<file path="config.mk">
export PLATFORM = sky130hd
export DESIGN_NAME = sync_sram_dcd
export DESIGN_NICKNAME = d
export VERILOG_FILES = /design/src/rtl/sram_dcd_pkg.sv /design/src/rtl/sram_cmd_decode.sv /design/src/rtl/sram_lane_array.sv /design/src/rtl/sram_out_pipe.sv /design/src/rtl/sync_sram_dcd.sv
export SDC_FILE = /design/constraint.sdc
export NUM_CORES = 2
export LEC_CHECK = 0
export ABC_AREA = 1
export BUFFER_PORTS_ARGS = -buffer_cell sky130_fd_sc_hd__buf_2
export CAP_MARGIN = 10
export CORE_MARGIN = 1
export CORE_UTILIZATION = 40
export DETAILED_ROUTE_END_ITERATION = 6
export GPL_TIMING_DRIVEN = 0
export PLACE_DENSITY = 0.53
export SYNTH_ARGS = -nofsm -noshare
export SYNTH_HDL_FRONTEND = slang
export SYNTH_SLANG_ARGS = --single-unit
export TNS_END_PERCENT = 1
</file>
<file path="constraint.sdc">
create_clock -name clk -period 1.7 [get_ports clk]
set_input_delay 0.085 -clock clk [delete_from_list [all_inputs] [get_ports clk]]
set_output_delay 0.085 -clock clk [all_outputs]
set_load 0.05 [all_outputs]
</file>
<file path="src/rtl/sram_dcd_pkg.sv">
package sram_dcd_pkg;
   typedef enum logic [1:0] {
      CMD_IDLE  = 2'd0,
      CMD_READ  = 2'd1,
      CMD_WRITE = 2'd2
   } sram_cmd_e;
endpackage

</file>
<file path="src/rtl/sram_cmd_decode.sv">
module sram_cmd_decode
   import sram_dcd_pkg::*;
#(
   parameter int LANES = 4
) (
   input  logic             cs_a,
   input  logic             cs_b_n,
   input  logic             doze,
   input  logic             glob_wr,
   input  logic             byte_wr,
   input  logic [LANES-1:0] lane_sel,
   output sram_cmd_e        cmd,
   output logic [LANES-1:0] lane_we
);
   logic selected;
   assign selected = cs_a && !cs_b_n && !doze;

   always_comb begin
      cmd     = CMD_IDLE;
      lane_we = '0;
      if (selected) begin
         if (glob_wr) begin
            cmd     = CMD_WRITE;
            lane_we = '1;
         end else if (byte_wr) begin
            cmd     = CMD_WRITE;
            lane_we = lane_sel;
         end else begin
            cmd = CMD_READ;
         end
      end
   end
endmodule

</file>
<file path="src/rtl/sram_lane_array.sv">
module sram_lane_array #(
   parameter  int ADDR_W = 6,
   parameter  int LANES  = 4,
   parameter  int LANE_W = 8,
   localparam int DEPTH  = 1 << ADDR_W,
   localparam int DATA_W = LANES * LANE_W
) (
   input  logic              clk,
   input  logic [LANES-1:0]  lane_we,
   input  logic              rd_en,
   input  logic [ADDR_W-1:0] addr,
   input  logic [DATA_W-1:0] wdata,
   output logic [DATA_W-1:0] rdata
);
   for (genvar g = 0; g < LANES; g++) begin : g_lane
      logic [LANE_W-1:0] cells [DEPTH];
      logic [LANE_W-1:0] lane_q;

      always_ff @(posedge clk) begin
         if (lane_we[g]) cells[addr] <= wdata[g*LANE_W +: LANE_W];
         if (rd_en)      lane_q      <= cells[addr];
      end

      assign rdata[g*LANE_W +: LANE_W] = lane_q;
   end
endmodule

</file>
<file path="src/rtl/sram_out_pipe.sv">
module sram_out_pipe
   import sram_dcd_pkg::*;
#(
   parameter int DATA_W = 32
) (
   input  logic              clk,
   input  logic              rst_n,
   input  sram_cmd_e         cmd,
   input  logic [DATA_W-1:0] rd_data,
   input  logic              pipe_mode,
   input  logic              out_en,
   input  logic              doze,
   output logic [DATA_W-1:0] dq,
   output logic              dq_drive
);
   logic              s1_drv, s1_wr, s2_drv;
   logic [DATA_W-1:0] s2_dat;
   logic              sel_drv;
   logic [DATA_W-1:0] sel_dat;

   always_ff @(posedge clk or negedge rst_n) begin
      if (!rst_n) begin
         s1_drv <= 1'b0;
         s1_wr  <= 1'b0;
         s2_drv <= 1'b0;
         s2_dat <= '0;
      end else begin
         s1_drv <= (cmd == CMD_READ);
         s1_wr  <= (cmd == CMD_WRITE);
         s2_drv <= s1_drv;
         s2_dat <= rd_data;
      end
   end

   assign sel_drv  = pipe_mode ? s2_drv : s1_drv;
   assign sel_dat  = pipe_mode ? s2_dat : rd_data;
   assign dq_drive = sel_drv && !s1_wr && out_en && !doze;
   assign dq       = dq_drive ? sel_dat : '0;

   a_r7_oe_gates: assert property (@(posedge clk) disable iff (!rst_n)
      !out_en |-> !dq_drive);
   a_r8_doze_gates: assert property (@(posedge clk) disable iff (!rst_n)
      doze |-> !dq_drive);
   a_r4_flow_latency: assert property (@(posedge clk) disable iff (!rst_n)
      (cmd == CMD_READ && !pipe_mode) |=> (dq_drive || pipe_mode || !out_en || doze));
   a_r6_dcd_hold: assert property (@(posedge clk) disable iff (!rst_n)
      (cmd == CMD_READ && pipe_mode) ##1 (cmd != CMD_WRITE)
      |=> (dq_drive || !pipe_mode || !out_en || doze));
   a_r6_dcd_release: assert property (@(posedge clk) disable iff (!rst_n)
      (cmd != CMD_READ) |-> ##2 (!dq_drive || !pipe_mode));
   a_r11_idle_flow: assert property (@(posedge clk) disable iff (!rst_n)
      (cmd != CMD_READ) |=> (!dq_drive || pipe_mode));
endmodule

</file>
<file path="src/rtl/sync_sram_dcd.sv">
module sync_sram_dcd
   import sram_dcd_pkg::*;
#(
   parameter  int ADDR_W = 6,
   parameter  int LANES  = 4,
   parameter  int LANE_W = 8,
   localparam int DATA_W = LANES * LANE_W
) (
   input  logic              clk,
   input  logic              rst_n,
   input  logic              cs_a,
   input  logic              cs_b_n,
   input  logic [ADDR_W-1:0] addr,
   input  logic [DATA_W-1:0] wdata,
   input  logic              glob_wr,
   input  logic              byte_wr,
   input  logic [LANES-1:0]  lane_sel,
   input  logic              pipe_mode,
   input  logic              out_en,
   input  logic              doze,
   output logic [DATA_W-1:0] dq,
   output logic              dq_drive
);
   if (ADDR_W < 1 || ADDR_W > 12) begin : g_bad_addr
      $error("sync_sram_dcd: ADDR_W must lie in 1..12");
   end
   if (LANES < 1 || LANES > 16) begin : g_bad_lanes
      $error("sync_sram_dcd: LANES must lie in 1..16");
   end
   if (LANE_W < 1) begin : g_bad_lane_w
      $error("sync_sram_dcd: LANE_W must be positive");
   end

   sram_cmd_e         cmd;
   logic [LANES-1:0]  lane_we;
   logic [DATA_W-1:0] arr_q;

   sram_cmd_decode #(.LANES(LANES)) i_decode (
      .cs_a     (cs_a),
      .cs_b_n   (cs_b_n),
      .doze     (doze),
      .glob_wr  (glob_wr),
      .byte_wr  (byte_wr),
      .lane_sel (lane_sel),
      .cmd      (cmd),
      .lane_we  (lane_we)
   );

   sram_lane_array #(.ADDR_W(ADDR_W), .LANES(LANES), .LANE_W(LANE_W)) i_array (
      .clk     (clk),
      .lane_we (lane_we),
      .rd_en   (cmd == CMD_READ),
      .addr    (addr),
      .wdata   (wdata),
      .rdata   (arr_q)
   );

   sram_out_pipe #(.DATA_W(DATA_W)) i_out (
      .clk       (clk),
      .rst_n     (rst_n),
      .cmd       (cmd),
      .rd_data   (arr_q),
      .pipe_mode (pipe_mode),
      .out_en    (out_en),
      .doze      (doze),
      .dq        (dq),
      .dq_drive  (dq_drive)
   );

   a_r11_write_off: assert property (@(posedge clk) disable iff (!rst_n)
      (cmd == CMD_WRITE) |=> !dq_drive);
   a_r8_doze_no_write: assert property (@(posedge clk) disable iff (!rst_n)
      doze |-> (lane_we == '0));
   a_r3_lane_subset: assert property (@(posedge clk) disable iff (!rst_n)
      !glob_wr |-> ((lane_we & ~lane_sel) == '0));
   a_r12_unselected_idle: assert property (@(posedge clk) disable iff (!rst_n)
      (!cs_a || cs_b_n) |-> (lane_we == '0));
endmodule

</file>
==> out/results.ini <==
[floorplanning]
num_rows = 173
dieArea_um2 = 225500
io_pins = 84
start_util_pct = 40.24
die_height_um = 474.9
coreArea_um2 = 222300
die_x_um = 474.9

[power_and_ir_drop]
power_frac_comb_pct = 7.5
peakVddDrop_mv = 1.020
clkPwrFrac_pct = 42.2
leakage_nw = 42.71
swShare_pct = 24.62
switchingPower_mw = 28.07
p_per_area_nw_per_um2 = 1093
power_frac_seq_pct = 50.3
p_int_mw = 85.95
power_mw = 114.0

[yosys]
synth-seq-cells = 2115
synthFlopType = edfxtp_1
synthCells = 8877
synth_top_area_cell = edfxtp_1
ys_async_sr_fraction_pct = 1.655
synth_edf_count = 2080
yosysSeqAreaShare_pct = 70.80
syn-cell-area_um2 = 89460
yosys_warnings = 0
synth_top_area_share_pct = 69.82
syn_area_per_cell_um2 = 10.08
synth_common_cells = nand2_1, edfxtp_1, nor2_1, buf_2, clkbuf_1
synth.distinct_cells = 26
mappedNetlistNets = 8928
synth_most_common_cell = nand2_1
synth_area_leaders = edfxtp_1, nand2_1, nor2_1

[setup_path]
critical_path_class = register to output port
cp-end-kind = output port
critPathTopFamily = buffers and inverters
r2r_cells = 10
cp_max_fo = 6
cpMaxStageDelayCell = dfrtp_1
max_stage_delay_ns = 0.37
path_cells = nor3b_2, and2_4, clkinvlp_4, buf_12, clkbuf_16, a21oi_4, buf_6
crit_arrival_ns = 2.45
cp.required_ns = 1.62
cp.depth = 7
cp_num_buf_inv = 4
start_kind = register

[layout]
area_delta_synth_final_pct = 16.65
final_area_um2 = 104400
drive_above_1_share_pct = 11.89
fin_nets = 9321
n_fill_cell = 20700

[placement]
place_area_um2 = 94680
place_hpwl_um = 244700
place_ws_ns = -2.271
port_buffers = 78
place.gp.congestion = 1.008

[clock_tree]
cts_tree = built
cts_buffers = 224
clockBufferDepth = 3
clock-sinks = 2115
h-tree-depth = 4
insertion_delay_ns = 0.92
clkSlewWorstSetupHoldPaths_ns = 0.06
root_buffer = clkbuf_16

[detailed_routing]
via_per_inst = 5.221
first_iter_violations = 7615
totalWireLength_um = 339200
vias = 64940
met2_length_um = 155700
drc = 0
wl_met1_um = 137000
wl_met3_um = 27090
topRoutingLayerUsed = met4
wl_per_cell_um = 27.27
first_pass_iters = 6
postRouteAntennaNets = 0

[sta]
setup_viol = 2113
slew_viol_final = 0
fin_ws_ns = -0.8393
worst_pin_slew_ns = 1.433
fin_worst_skew_ns = 0.06743
max_freq_mhz = 393.8
fin_crit_sh_pct = 149.4
hold_viol_final = 0
slew_headroom_pct = 4.487
period_needed_ns = 2.539
rsz0062_at_grt = true

[global_route]
antenna_found_initial = 22
grt_max_degree = 65
gr-usage-all-layers_pct = 29.88
grt_pass1_wl_um = 465300
overflow = 0
grt_pass1_vias = 60980

[run_status]
violations = negative setup slack
status = finished with violations

[min_path]
min_path_cells = 3
min_path_type = primary input to register

[flow_run]
maxCapViolCount = 0

[area by class of cell]
| type | instances | area, um2 | share of cell area, % |
|---|---|---|---|
| Clock buffer | 283 | 5898 | 5.652 |
| Multi-Input combinational cell | 6274 | 25680 | 24.61 |
| Buffer | 463 | 2364 | 2.265 |
| Antenna cell | 9 | 22.52 | 0.02158 |
| Tap cell | 2975 | 3722 | 3.567 |
| Timing Repair Buffer | 167 | 2033 | 1.948 |
| Sequential cell | 2115 | 63340 | 60.69 |
| Inverter | 25 | 105.1 | 0.1007 |
| Clock inverter | 128 | 1191 | 1.141 |
[registers in the layout (all words and copies together), names as in the netlist]
signal and flops:
i_array.g_lane.cells 2048, i_array.g_lane.lane_q 32, i_out.s1_drv 1, i_out.s1_wr 1
i_out.s2_dat 32, i_out.s2_drv 1
[final timing paths]
| path | startpoint | to | slack [ns] |
|---|---|---|---|
| max | i_out.s1_wr | dq[23] | -0.84 |
| min | lane_sel[2] | i_array.g_lane[2].cells[62][7] | 0.13 |
| max reg2reg | i_array.g_lane[0].cells[62][1] | i_array.g_lane[0].lane_q[1] | -0.63 |
| min reg2reg | i_array.g_lane[0].lane_q[4] | i_out.s2_dat[4] | 0.37 |
| max in group asynchronous | rst_n | i_out.s2_dat[28] | 0.63 |
| min in group asynchronous | rst_n | i_out.s2_dat[4] | 0.42 |
[cells in the final DEF, fill, tap and decap left out, drive strengths merged]
cell type	netlist	layout
a21oi	32	32
and2	1	1
buf	325	457
bufinv	0	15
clkbuf	138	419
clkinv	0	104
clkinvlp	0	4
dfrtp	35	35
diode	0	9
dlygate4sd3	0	37
edfxtp	2080	2080
inv	25	30
nand2	5860	5860
nand3	7	7
nor2	342	342
nor3	9	9
nor3b	1	1
o211ai	5	5
o21ai	11	11
or2	6	6
[cell families (layout without fill, tap and decap cells)]
kind of cell / count (synthesis) / in the layout / share of synthesized area [%]
AND/OR/NAND/NOR: 6226 / 6226 / 26.28
flip-flops: 2115 / 2115 / 70.80
buffers and inverters: 488 / 1066 / 2.635
AO/OA/AOI/OAI: 48 / 48 / 0.2825
other: 0 / 9 / 0
[stage by stage]
stage	std cells	hold slack, ns	util (%)	setup TNS, ns
final	12440	0.1276	46.94	-679.47
after floorplan	8877	-0.2106	-	-97.01
after global placement	11930	0.2846	42.19	-6168.46
after global routing	12430	0.1321	46.93	-484.23
after CTS	12420	0.007969	46.50	-512.56
after detailed placement	11970	0.2903	42.59	-3740.33
[metal layers]
layer	vias to the layer above	GRT usage (%)
met5	-	0
met4	0	15.40
met3	646	5.078
met2	2962	47.43
met1	31820	39.33
li1	29510	-
[timing repair]
| item | 4_1_cts | 5_1_grt |
|---|---|---|
| hold buffers | 33 | 4 |
| endpoints found under the setup margin | 2113 | 2046 |
| pin swaps | 53 | 53 |
| gates resized for setup | 371 | 236 |
| cloned | 1 | 0 |
| setup buffers | 6 | 0 |
| endpoints found under the hold margin | 1728 | 256 |
[worst reg2reg max path, stage by stage (launching register included)]
cell	delay, ns
edfxtp_1	0.36
nand2_1	0.07
nand2_1	0.06
nand2_1	0.05
nand2_1	0.11
nand2_1	0.07
nand2_1	0.13
nand2_1	0.08
nand2_1	0.20
nor2_1	0.55
nand2_1	0.32
[power by group through the flow]
stage	Sequential, mW	Combinational [mW]	Clock (mW)
after floorplan	58.5	3.63	0
after global placement	58.5	7.85	0
after detailed placement	58.5	8.11	0
after CTS	57.4	8.30	48.4
after global routing	57.3	9.02	50.4
final	57.4	8.57	48.1
Power figures use the tool's default switching activity.
